### src/rtl/canmode_pkg.sv
package canmode_pkg;
  localparam int unsigned IDX_MAIN  = 0;
  localparam int unsigned IDX_MODE  = 1;
  localparam int unsigned POS_SRST  = 0;
  localparam int unsigned POS_SLEEP = 1;
  localparam int unsigned POS_LOOP  = 0;

  typedef enum logic [1:0] {
    RS_HOLD = 2'd0,
    RS_HUNT = 2'd1,
    RS_LOCK = 2'd2
  } rs_state_t;
endpackage

### src/rtl/canmode_regs.sv
module canmode_regs
  import canmode_pkg::*;
#(
  parameter int unsigned ADDR_W  = 4,
  parameter int unsigned DATA_W  = 8,
  parameter int unsigned PROT_LO = 1,
  parameter int unsigned PROT_HI = 12
) (
  input  logic              clk,
  input  logic              rst_n,
  input  logic              wr,
  input  logic [ADDR_W-1:0] addr,
  input  logic [DATA_W-1:0] wdata,
  input  logic              wake,
  output logic              srst,
  output logic              req,
  output logic              loop_en,
  output logic              abort,
  output logic              prot_we
);
  localparam logic [ADDR_W-1:0] A_MAIN = ADDR_W'(IDX_MAIN);
  localparam logic [ADDR_W-1:0] A_MODE = ADDR_W'(IDX_MODE);
  localparam logic [ADDR_W-1:0] A_LO   = ADDR_W'(PROT_LO);
  localparam logic [ADDR_W-1:0] A_HI   = ADDR_W'(PROT_HI);

  logic srst_q, srst_d, prev_q;
  logic req_q, req_d;
  logic lb_q, lb_d;
  logic main_hit, mode_hit, ctl_en;
  logic unused_wbits;

  assign unused_wbits = ^wdata[DATA_W-1:2];
  assign main_hit = wr && (addr == A_MAIN);
  assign mode_hit = wr && (addr == A_MODE) && srst_q;
  assign prot_we  = wr && (addr >= A_LO) && (addr <= A_HI) && srst_q;
  assign ctl_en   = main_hit || mode_hit || wake || srst_q;

  always_comb begin
    srst_d = srst_q;
    req_d  = req_q;
    lb_d   = lb_q;
    if (main_hit) begin
      srst_d = wdata[POS_SRST];
      if (!srst_q) req_d = wdata[POS_SLEEP];
    end
    if (mode_hit) lb_d = wdata[POS_LOOP];
    if (wake || srst_d) req_d = 1'b0;
  end

  always_ff @(posedge clk or negedge rst_n) begin
    if (!rst_n) begin
      srst_q <= 1'b1;
      prev_q <= 1'b1;
      req_q  <= 1'b0;
      lb_q   <= 1'b0;
    end else begin
      prev_q <= srst_q;
      if (ctl_en) begin
        srst_q <= srst_d;
        req_q  <= req_d;
        lb_q   <= lb_d;
      end
    end
  end

  assign srst    = srst_q;
  assign req     = req_q;
  assign loop_en = lb_q;
  assign abort   = srst_q && !prev_q;
endmodule

### src/rtl/canmode_route.sv
module canmode_route (
  input  logic srst,
  input  logic loop_en,
  input  logic tx_bit,
  input  logic ack_slot,
  input  logic rx_pin,
  output logic tx_pin,
  output logic rx_eff
);
  always_comb begin
    tx_pin = (loop_en || srst) ? 1'b1 : tx_bit;
    if (loop_en) rx_eff = ack_slot ? 1'b0 : tx_bit;
    else         rx_eff = rx_pin;
  end
endmodule

### src/rtl/canmode_resync.sv
module canmode_resync
  import canmode_pkg::*;
#(
  parameter int unsigned RUN_BITS    = 11,
  parameter int unsigned BUSOFF_RUNS = 128
) (
  input  logic clk,
  input  logic rst_n,
  input  logic srst,
  input  logic bus_off,
  input  logic bit_stb,
  input  logic rx_bit,
  output logic synced
);
  localparam int unsigned RUN_W = $clog2(RUN_BITS);
  localparam int unsigned OCC_W = $clog2(BUSOFF_RUNS);
  localparam logic [RUN_W-1:0] RUN_LAST = RUN_W'(RUN_BITS - 1);
  localparam logic [OCC_W-1:0] OCC_LAST = OCC_W'(BUSOFF_RUNS - 1);

  rs_state_t        st_q, st_d;
  logic [RUN_W-1:0] run_q, run_d;
  logic [OCC_W-1:0] occ_q, occ_d;
  logic             need_q, need_d;
  logic             cnt_en;

  assign cnt_en = srst || ((st_q == RS_HUNT) && bit_stb);

  always_comb begin
    st_d   = st_q;
    run_d  = run_q;
    occ_d  = occ_q;
    need_d = need_q;
    if (srst) begin
      st_d   = RS_HOLD;
      run_d  = '0;
      occ_d  = '0;
      need_d = bus_off;
    end else if (st_q == RS_HOLD) begin
      st_d = RS_HUNT;
    end else if (st_q == RS_HUNT && bit_stb) begin
      if (!rx_bit) begin
        run_d = '0;
      end else if (run_q == RUN_LAST) begin
        run_d = '0;
        if (!need_q) begin
          st_d = RS_LOCK;
        end else if (occ_q == OCC_LAST) begin
          st_d  = RS_LOCK;
          occ_d = '0;
        end else begin
          occ_d = occ_q + 1'b1;
        end
      end else begin
        run_d = run_q + 1'b1;
      end
    end
  end

  always_ff @(posedge clk or negedge rst_n) begin
    if (!rst_n) begin
      st_q   <= RS_HOLD;
      run_q  <= '0;
      occ_q  <= '0;
      need_q <= 1'b0;
    end else begin
      st_q <= st_d;
      if (cnt_en) begin
        run_q  <= run_d;
        occ_q  <= occ_d;
        need_q <= need_d;
      end
    end
  end

  assign synced = (st_q == RS_LOCK);
endmodule

### src/rtl/canmode_sleep.sv
module canmode_sleep (
  input  logic clk,
  input  logic rst_n,
  input  logic srst,
  input  logic req,
  input  logic synced,
  input  logic frame_busy,
  input  logic bit_stb,
  input  logic rx_bit,
  output logic ack,
  output logic wake
);
  logic ack_q, ack_d;

  assign wake = ack_q && bit_stb && !rx_bit;

  always_comb begin
    ack_d = ack_q;
    if (srst || !req || wake)        ack_d = 1'b0;
    else if (synced && !frame_busy)  ack_d = 1'b1;
  end

  always_ff @(posedge clk or negedge rst_n) begin
    if (!rst_n) ack_q <= 1'b0;
    else        ack_q <= ack_d;
  end

  assign ack = ack_q;
endmodule

### src/rtl/canmode_ctrl.sv
module canmode_ctrl #(
  parameter int unsigned ADDR_W      = 4,
  parameter int unsigned DATA_W      = 8,
  parameter int unsigned PROT_LO     = 1,
  parameter int unsigned PROT_HI     = 12,
  parameter int unsigned RUN_BITS    = 11,
  parameter int unsigned BUSOFF_RUNS = 128
) (
  input  logic              clk,
  input  logic              rst_n,
  input  logic              cfg_wr,
  input  logic [ADDR_W-1:0] cfg_addr,
  input  logic [DATA_W-1:0] cfg_wdata,
  input  logic              bus_off,
  input  logic              frame_busy,
  input  logic              tx_bit,
  input  logic              ack_slot,
  input  logic              rx_pin,
  input  logic              bit_stb,
  output logic              soft_rst_o,
  output logic              sleep_req_o,
  output logic              sleep_ack_o,
  output logic              loopback_o,
  output logic              synced_o,
  output logic              abort_stb,
  output logic              cfg_prot_we,
  output logic              tx_pin,
  output logic              eng_rx_bit
);
  logic srst, req, loop_en, wake, rx_eff, synced, ack;

  canmode_regs #(
    .ADDR_W (ADDR_W),
    .DATA_W (DATA_W),
    .PROT_LO(PROT_LO),
    .PROT_HI(PROT_HI)
  ) u_regs (
    .clk    (clk),
    .rst_n  (rst_n),
    .wr     (cfg_wr),
    .addr   (cfg_addr),
    .wdata  (cfg_wdata),
    .wake   (wake),
    .srst   (srst),
    .req    (req),
    .loop_en(loop_en),
    .abort  (abort_stb),
    .prot_we(cfg_prot_we)
  );

  canmode_route u_route (
    .srst    (srst),
    .loop_en (loop_en),
    .tx_bit  (tx_bit),
    .ack_slot(ack_slot),
    .rx_pin  (rx_pin),
    .tx_pin  (tx_pin),
    .rx_eff  (rx_eff)
  );

  canmode_resync #(
    .RUN_BITS   (RUN_BITS),
    .BUSOFF_RUNS(BUSOFF_RUNS)
  ) u_resync (
    .clk    (clk),
    .rst_n  (rst_n),
    .srst   (srst),
    .bus_off(bus_off),
    .bit_stb(bit_stb),
    .rx_bit (rx_eff),
    .synced (synced)
  );

  canmode_sleep u_sleep (
    .clk       (clk),
    .rst_n     (rst_n),
    .srst      (srst),
    .req       (req),
    .synced    (synced),
    .frame_busy(frame_busy),
    .bit_stb   (bit_stb),
    .rx_bit    (rx_eff),
    .ack       (ack),
    .wake      (wake)
  );

  assign soft_rst_o  = srst;
  assign sleep_req_o = req;
  assign sleep_ack_o = ack;
  assign loopback_o  = loop_en;
  assign synced_o    = synced;
  assign eng_rx_bit  = rx_eff;
endmodule

### config.mk
export PLATFORM = sky130hd
export DESIGN_NAME = canmode_ctrl
export DESIGN_NICKNAME = d
export VERILOG_FILES = /design/src/rtl/canmode_pkg.sv /design/src/rtl/canmode_regs.sv /design/src/rtl/canmode_route.sv /design/src/rtl/canmode_resync.sv /design/src/rtl/canmode_sleep.sv /design/src/rtl/canmode_ctrl.sv
export SDC_FILE = /design/constraint.sdc
export NUM_CORES = 1
export LEC_CHECK = 0
export BUFFER_PORTS_ARGS = -buffer_cell sky130_fd_sc_hd__buf_2
export CELL_PAD_IN_SITES_DETAIL_PLACEMENT = 1
export CELL_PAD_IN_SITES_GLOBAL_PLACEMENT = 2
export CORE_MARGIN = 1.5
export CORE_UTILIZATION = 27
export DETAILED_ROUTE_END_ITERATION = 8
export GPL_ROUTABILITY_DRIVEN = 0
export GPL_TIMING_DRIVEN = 0
export PLACE_DENSITY_LB_ADDON = 0.1
export SETUP_SLACK_MARGIN = 0.1
export SLEW_MARGIN = 20
export SYNTH_ARGS = -nofsm -noshare
export SYNTH_HDL_FRONTEND = slang
export SYNTH_SLANG_ARGS = --single-unit
### constraint.sdc
create_clock -name clk -period 1.74 [get_ports clk]
set_input_delay 0.174 -clock clk [delete_from_list [all_inputs] [get_ports clk]]
set_output_delay 0.174 -clock clk [all_outputs]
set_load 0.005 [all_outputs]
Word-level counts from Yosys, hierarchy flattened
Cells that the tools add are included.
Operators by class
  add/sub/neg operators: 2
  multiply operators: 0
  muxes and demuxes: 28
  equality and inequality tests: 8
  div/mod/pow operators: 0
  shift-type cells: 0
  bitwise operators: 0
  reductions and logical operators: 40
  order comparisons: 2
Operator list (number)
  7-bit two-way mux: 7
  4-bit two-way mux: 5
  2-bit two-way mux: 7
  2-bit nonzero test: 6
  1-bit logical AND: 11
  1-bit two-way mux: 9
  3-bit nonzero test: 3
  1-bit logical OR: 8
  7-bit by 1-bit adder with 7-bit output, second input constant: 1
  7-bit equality test, second input constant: 1
  3-bit AND reduction: 2
  6-bit AND reduction: 1
  4-bit by 1-bit adder with 4-bit output, second input constant: 1
  4-bit by 1-bit equality test with 1-bit output, second input constant: 1
  4-bit equality test, second input constant: 1
  4-bit by 1-bit greater-or-equal comparator with 1-bit output, second input constant: 1
  4-bit less-or-equal comparator, second input constant: 1
  1-bit logical NOT: 4
  4-bit logical NOT: 1
  2-bit != test, second input constant: 2
  4-bit != test, second input constant: 1
  2-bit AND reduction: 2
  4-bit AND reduction: 1
  2-bit by 1-bit equality test with 1-bit output, second input constant: 1
  2 further kinds: 2
Storage, ports and cells
  latch bits: 0
  output and inout bits: 9
  memory bits (writable): 0
  memories: 0
  ROM bits: 0
  input bits: 21
  logic and storage cells: 89
  bits in registers: 19

Logic depth before layout (Yosys ltp)
Gate-level depths: netlist of run 1.
  depth after elaboration: 8
  gate-level depth with buffers: 7
  depth with buffers taken out: 6

Modules after synthesis
Synthesis of run 1 repeated with hierarchy kept, for this count alone.
Unflattened totals
  cell total of the unflattened synthesis: 110
  area total of the unflattened synthesis: 1087.3 um^2
Modules (own cells, without submodules)
  canmode_resync: cells each 80, seq. area each 350.3 um^2, area each 764.5 um^2, times used 1
  canmode_regs: cells each 20, seq. area each 102.6 um^2, area each 240.2 um^2, times used 1
  canmode_sleep: cells each 6, seq. area each 25.0 um^2, area each 62.6 um^2, times used 1
  canmode_route: cells each 4, seq. area each 0.0 um^2, area each 20.0 um^2, times used 1

Worst setup path before layout of run 1
OpenSTA, ideal clock, no wires.
  path kind: reg2reg
  start point: register u_resync.run_q[0]
  end point: register u_resync.occ_q[3]
  library setup time: 78 ps
  setup slack: -18 ps
  cell stages (with the launch flop): 8
  clock period less this slack: 1758 ps
  data arrival time: 1681 ps
  cells stage by stage: dfrtp_1 -> inv_1 -> ha_1 -> nand3b_1 -> a2111o_1 -> buf_6 -> or3b_1 -> a21oi_1
On the way
  longest elaborated chain between the ends: 3
RTL lines
  from (decl): line canmode_resync.sv:21  | logic [RUN_W-1:0] run_q, run_d;
  from (signal assigned): line canmode_resync.sv:68  | run_q <= run_d;
  4-bit equality test: line canmode_resync.sv:43  | end else if (run_q == RUN_LAST) begin
  2-bit nonzero test (no line)
  6-bit AND reduction (no line)
  to (signal assigned): line canmode_resync.sv:63  | occ_q <= '0;
  to (signal assigned): line canmode_resync.sv:69  | occ_q <= occ_d;
  to (decl): line canmode_resync.sv:22  | logic [OCC_W-1:0] occ_q, occ_d;
No other way between the ends.
A chain may end at the register's enable or synchronous reset.

Worst setup path in the final report of run 1
  start point: register u_resync.run_q[0]
  end point: register u_resync.occ_q[0]
Same word-level chain as after synthesis.

==> flow_summary.yaml, run 1 <==
sta:
  fin_crit_sh_pct: 107
  clock.fmax_ghz: 0.538
  setup_viol: 7
  finalHoldViolations: 0
  finalSetupTns_ns: -0.571
  skew_ns: 0.00377
  grt_setup_unrepaired: "yes"
  setup_ws_ns: -0.119
  fin_crit_ns: 1.86
  slew_viol_final: 0
  tightestPinTransition_ns: 0.573
  slew_headroom_pct: 61.8
floorplan:
  boundaryPins: 30
  dieArea_um2: 4310
  die_w_um: 65.7
  die_y_um: 65.7
  start_util_pct: 28.6
  rows: 22
  core_area_um2: 3720
global_route:
  track_usage_pct: 14.8
  grt_pass1_vias: 972
  antenna_found_initial: 0
  gr-total-overflow: 0
  grt_pass1_wl_mm: 4.75
  grt_max_degree: 20
critical_path:
  cp-start-kind: "flop"
  r2r_cells: 7
  cp-endpoint: "u_resync.occ_q[0]"
  reg2reg_slack_ns: -0.12
  r2r-end: "u_resync.occ_q[0]"
  crit_required_ns: 1.93
  criticalPathCategory: "reg -> reg"
  crit_fanout: 7
  end_kind: "flop"
  r2r-start: "u_resync.run_q[0]"
  startpoint: "u_resync.run_q[0]"
  worstPathArrival_ns: 2.05
route:
  wirelength_mm: 2.82
  drcViolationCount: 0
  post_drt_wl_per_cell_um: 14.4
  first_pass_iters: 4
  initialDrtViolationCount: 26
  via_per_inst: 4.94
  vias: 968
  ant_nets: 0
logic_synthesis:
  yosysMostFrequentCell: "dfrtp_1"
  seq_area_frac_synth_pct: 45.0
  yosysTopAreaCell: "dfrtp_1"
  synth_cells: 107
  synth_top_area_share_pct: 40.1
  postSynth.asyncResetShare_pct: 100
  yosysWarnings: 0
  synth-edff-count: 0
  ys_top_cells_by_count: "17 x dfrtp_1, 9 x nand2_1, 7 x a21oi_1, 7 x nand3_1, 7 x o21ai_0"
  syn_nets: 131
  synthFlopType: "dfrtp_1"
  postSynthAreaPerCell_um2: 9.92
  synth_area_leaders: "dfrtp_1 40%, dfstp_2 5.0%, ha_1 3.5%"
  yosysUniqueCellTypes: 40
  netlist_area_um2: 1060
  yosys_register_bits: 19
pwr:
  vdd_drop_max_mv: 0.349
  power_switching_mw: 0.373
  p_leak_nw: 0.666
  p_sw_share_pct: 31.9
  pwr-share-comb_pct: 26.5
  cellInternalPower_mw: 0.796
  p_per_area_nw_per_um2: 799
  clock_power_share_pct: 27.2
  p_seq_share_pct: 46.3
final_layout:
  diodes: 0
  fillers: 449
  synthToLayoutAreaGrowth_pct: 37.9
  drive_gt1_share_pct: 44.6
  fin_nets: 173
clocking:
  h-tree-depth: 1
  cts-root-buf: "clkbuf_8"
  cts_max_path_buffers: 2
  clock-sinks: 19
  clk_pin_slew_ns: 0.08
  tritoncts: "yes"
  cts_buffers: 3
  clock_latency_ns: 0.26
placed_design:
  dp_hpwl_mm: 1.96
  port_buffers: 23
  pre_cts_ws_ns: -0.142
run:
  drv_cap: 0
hold_path:
  hp-class: "in -> reg"
  hp-start: "bus_off"
outcome:
  status: "complete, but fails checks"
  violations: "setup timing"
## cells by family after synthesis
kind of cell	share of synthesized area, %
simple gates	26.3
compound gates	17.6
flops	45.0
buf+inv	3.54
mux	4.01
fa+ha+maj	3.54
## critical path, cell delays in order, from the launching register on
cell,delay [ns]
dfrtp_1,0.39
inv_1,0.06
ha_2,0.18
nand3b_1,0.11
a2111o_1,0.38
buf_6,0.17
or3b_1,0.36
a21oi_2,0.12
## placed cells by master (no fill, tap or decap), types with 3 or more instances in the layout
master and n:
o21ai_1 4, inv_1 5, nand2_1 9, nor2b_1 3, buf_4 13, buf_2 23
nand3_1 6, or3_4 3, nor2_1 6, a21oi_2 5, dfrtp_1 17, clkbuf_8 3
## per-stage QoR
stage / power, mW / instance area [um^2] / hold slack (ns) / utilization [%] / cells
3_3_place_gp: 0.800 / 1240 / 0.156 / 33.3 / 178
5_1_grt: 1.25 / 1460 / 0.126 / 39.4 / 196
2_1_floorplan: 0.692 / 1060 / -0.122 / - / 107
3_5_place_dp: 0.805 / 1240 / 0.157 / 33.3 / 178
4_1_cts: 1.16 / 1400 / 0.125 / 37.5 / 190
6_report: 1.17 / 1460 / 0.131 / 39.4 / 196
## cell type report
class,instances,area (um^2),area share [%]
Buffer,3,20.0,1.37
Clock buffer,3,41.3,2.82
Clock inverter,1,5.00,0.342
Inverter,5,18.8,1.28
Multi-Input combinational cell,80,617,42.2
Sequential cell,19,478,32.7
Tap cell,48,60.1,4.11
Timing Repair Buffer,37,223,15.2
## worst min path at each step
| stage | end | cells after the start | slack, ns |
|---|---|---|---|
| floorplan | u_regs.loop_en | 0 | -0.12 |
| global placement | u_resync.run_q[2] | 1 | 0.16 |
| detailed placement | u_resync.run_q[2] | 1 | 0.16 |
| CTS | u_resync.need_q | 3 | 0.12 |
| global route | u_resync.need_q | 3 | 0.13 |
| finish | u_resync.need_q | 3 | 0.13 |
## power by group through the flow
stage	clock [mW]	sequential [mW]	combinational, mW
after global placement	0	0.546	0.253
after global routing	0.350	0.549	0.350
after detailed placement	0	0.549	0.256
final	0.318	0.541	0.310
after CTS	0.334	0.541	0.283
after floorplan	0	0.540	0.153
## routing by layer
layer	up-vias	global-route usage (%)	part of all wire, %
met5	-	0	0
met4	0	5.47	1.7
met3	4	3.25	3.1
met2	15	22.0	44
met1	473	20.9	51
li1	476	-	-
## registers in the layout, summed over array words and instances, names as in the netlist
signal / flops
u_regs.loop_en: 1
u_regs.prev_q: 1
u_regs.req: 1
u_regs.srst: 1
u_resync.need_q: 1
u_resync.occ_q: 7
u_resync.run_q: 4
u_resync.st_q: 2
u_sleep.ack: 1
## repair_timing
item / 4_1_cts / 5_1_grt
setup buffers: 7 / 6
endpoints found under the hold margin: 17 / 0
setup endpoints to repair: 11 / 11
hold buffers: 1 / 0
resized for setup: 14 / 8
pin swaps: 2 / 2
Power figures use the tool's default switching activity.
==> inputs of run 2 (changes only) <==
CORE_UTILIZATION = 29   (was 27)
CTS_BUF_LIST = sky130_fd_sc_hd__clkbuf_8   (was not set)
==> flow_summary.yaml, run 2 (synthesis results as in run 1) <==
floorplan:
  boundaryPins: 30
  die_y_um: 63.5
  rows: 21
  start_util_pct: 31.1
  dieArea_um2: 4030
  core_area_um2: 3420
  die_w_um: 63.5
route:
  initialDrtViolationCount: 31
  via_per_inst: 5.27
  ant_nets: 0
  vias: 990
  wirelength_mm: 3.02
  drcViolationCount: 0
  first_pass_iters: 4
  post_drt_wl_per_cell_um: 16.1
global_route:
  antenna_found_initial: 0
  grt_pass1_vias: 1017
  gr-total-overflow: 0
  track_usage_pct: 15.4
  grt_pass1_wl_mm: 4.81
  grt_max_degree: 20
critical_path:
  r2r_cells: 7
  cp-start-kind: "flop"
  crit_fanout: 7
  criticalPathCategory: "reg -> reg"
  worstPathArrival_ns: 2.01
  crit_required_ns: 1.94
  end_kind: "flop"
sta:
  fin_crit_sh_pct: 104
  slew_headroom_pct: 69.3
  finalSetupTns_ns: -0.268
  tightestPinTransition_ns: 0.461
  setup_viol: 6
  finalHoldViolations: 0
  clock.fmax_ghz: 0.551
  skew_ns: 0.00435
  grt_setup_unrepaired: "yes"
  fin_crit_ns: 1.82
  slew_viol_final: 0
  setup_ws_ns: -0.0757
clocking:
  tritoncts: "yes"
  clk_pin_slew_ns: 0.08
  cts-root-buf: "clkbuf_8"
  cts_max_path_buffers: 2
  clock-sinks: 19
  clock_latency_ns: 0.26
  h-tree-depth: 1
  cts_buffers: 3
outcome:
  violations: "setup timing"
  status: "complete, but fails checks"
placed_design:
  dp_hpwl_mm: 2.13
  place_inst: 176
  port_buffers: 23
  pre_cts_ws_ns: -0.165
final_layout:
  utilization_pct: 41.4
  final_cell_mix: "23 x buf_2, 16 x dfrtp_1, 9 x nand2_1, 7 x nand3_1, 7 x buf_4"
  fillers: 419
  top_regs: "u_resync.occ_q x7, u_resync.run_q x4, u_resync.st_q x2"
  mostFrequentLayoutCell: "buf_2"
  instances_no_fill: 188
  synthToLayoutAreaGrowth_pct: 33.3
  top_register: "u_resync.occ_q"
  largest_register_ff_count: 7
  fin_nets: 167
  drive_gt1_share_pct: 40.8
  diodes: 0
pwr:
  p_per_area_nw_per_um2: 833
  total_power_mw: 1.18
  vdd_drop_max_mv: 0.323
  p_leak_nw: 0.640
hold_path:
  hold_path_depth: 3
  hp-class: "in -> reg"
run:
  drv_cap: 0
==> run 2: stage by stage <==
| step | instance area [um^2] | hold WS, ns |
|---|---|---|
| after CTS | 1370 | 0.146 |
| after floorplan | 1060 | -0.122 |
| after detailed placement | 1240 | 0.158 |
| final | 1410 | 0.149 |
| after global routing | 1410 | 0.163 |
| after global placement | 1240 | 0.153 |
==> run 2: worst paths after layout <==
path                                   start                end  slack (ns)
setup / recovery           u_resync.run_q[0]  u_resync.occ_q[0]       -0.08
hold / removal                       bus_off    u_resync.need_q        0.15
setup reg to reg           u_resync.run_q[0]  u_resync.occ_q[0]       -0.08
hold reg to reg                  u_regs.srst      u_regs.prev_q        0.37
max in group asynchronous              rst_n        u_regs.srst        0.99
min in group asynchronous              rst_n  u_resync.occ_q[5]        0.40
==> run 2: critical path, stage by stage, from the launching register on <==
cell and delay, ns:
dfrtp_1 0.40, inv_2 0.07, ha_4 0.13, nand3b_1 0.11
a2111o_1 0.37, buf_6 0.16, or3b_4 0.37, a21oi_2 0.13
==> run 2: report_power, final <==
group | internal, mW | switching, mW | total (mW)
combinational | 0.134 | 0.177 | 0.311
sequential | 0.497 | 0.0479 | 0.545
clock | 0.160 | 0.162 | 0.321
total | 0.791 | 0.387 | 1.18
==> run 2: area by class of cell <==
type / count / area (um^2) / share of cell area, %
buffer: 3 / 21.3 / 1.50
clock buffer: 3 / 41.3 / 2.92
clock inverter: 1 / 5.00 / 0.354
inverter: 5 / 18.8 / 1.33
multi-input combinational: 80 / 613 / 43.4
sequential: 19 / 479 / 33.9
tap: 46 / 57.6 / 4.07
timing repair buffer: 31 / 178 / 12.6
==> run 2: layer usage <==
layer  global-route usage [%]  up-vias  share of wire (%)
li1                         -      464                  -
met1                     20.6      511                 50
met2                     25.3       11                 47
met3                     3.21        4                2.3
met4                     4.08        0               0.83
met5                        0        -                  0
==> run 2: timing repair <==
item,CTS,global route
endpoints found under the hold margin,17,0
hold buffers,1,0
endpoints found under the setup margin,12,12
setup buffers,6,1
resized for setup,9,10
pin swaps,2,7
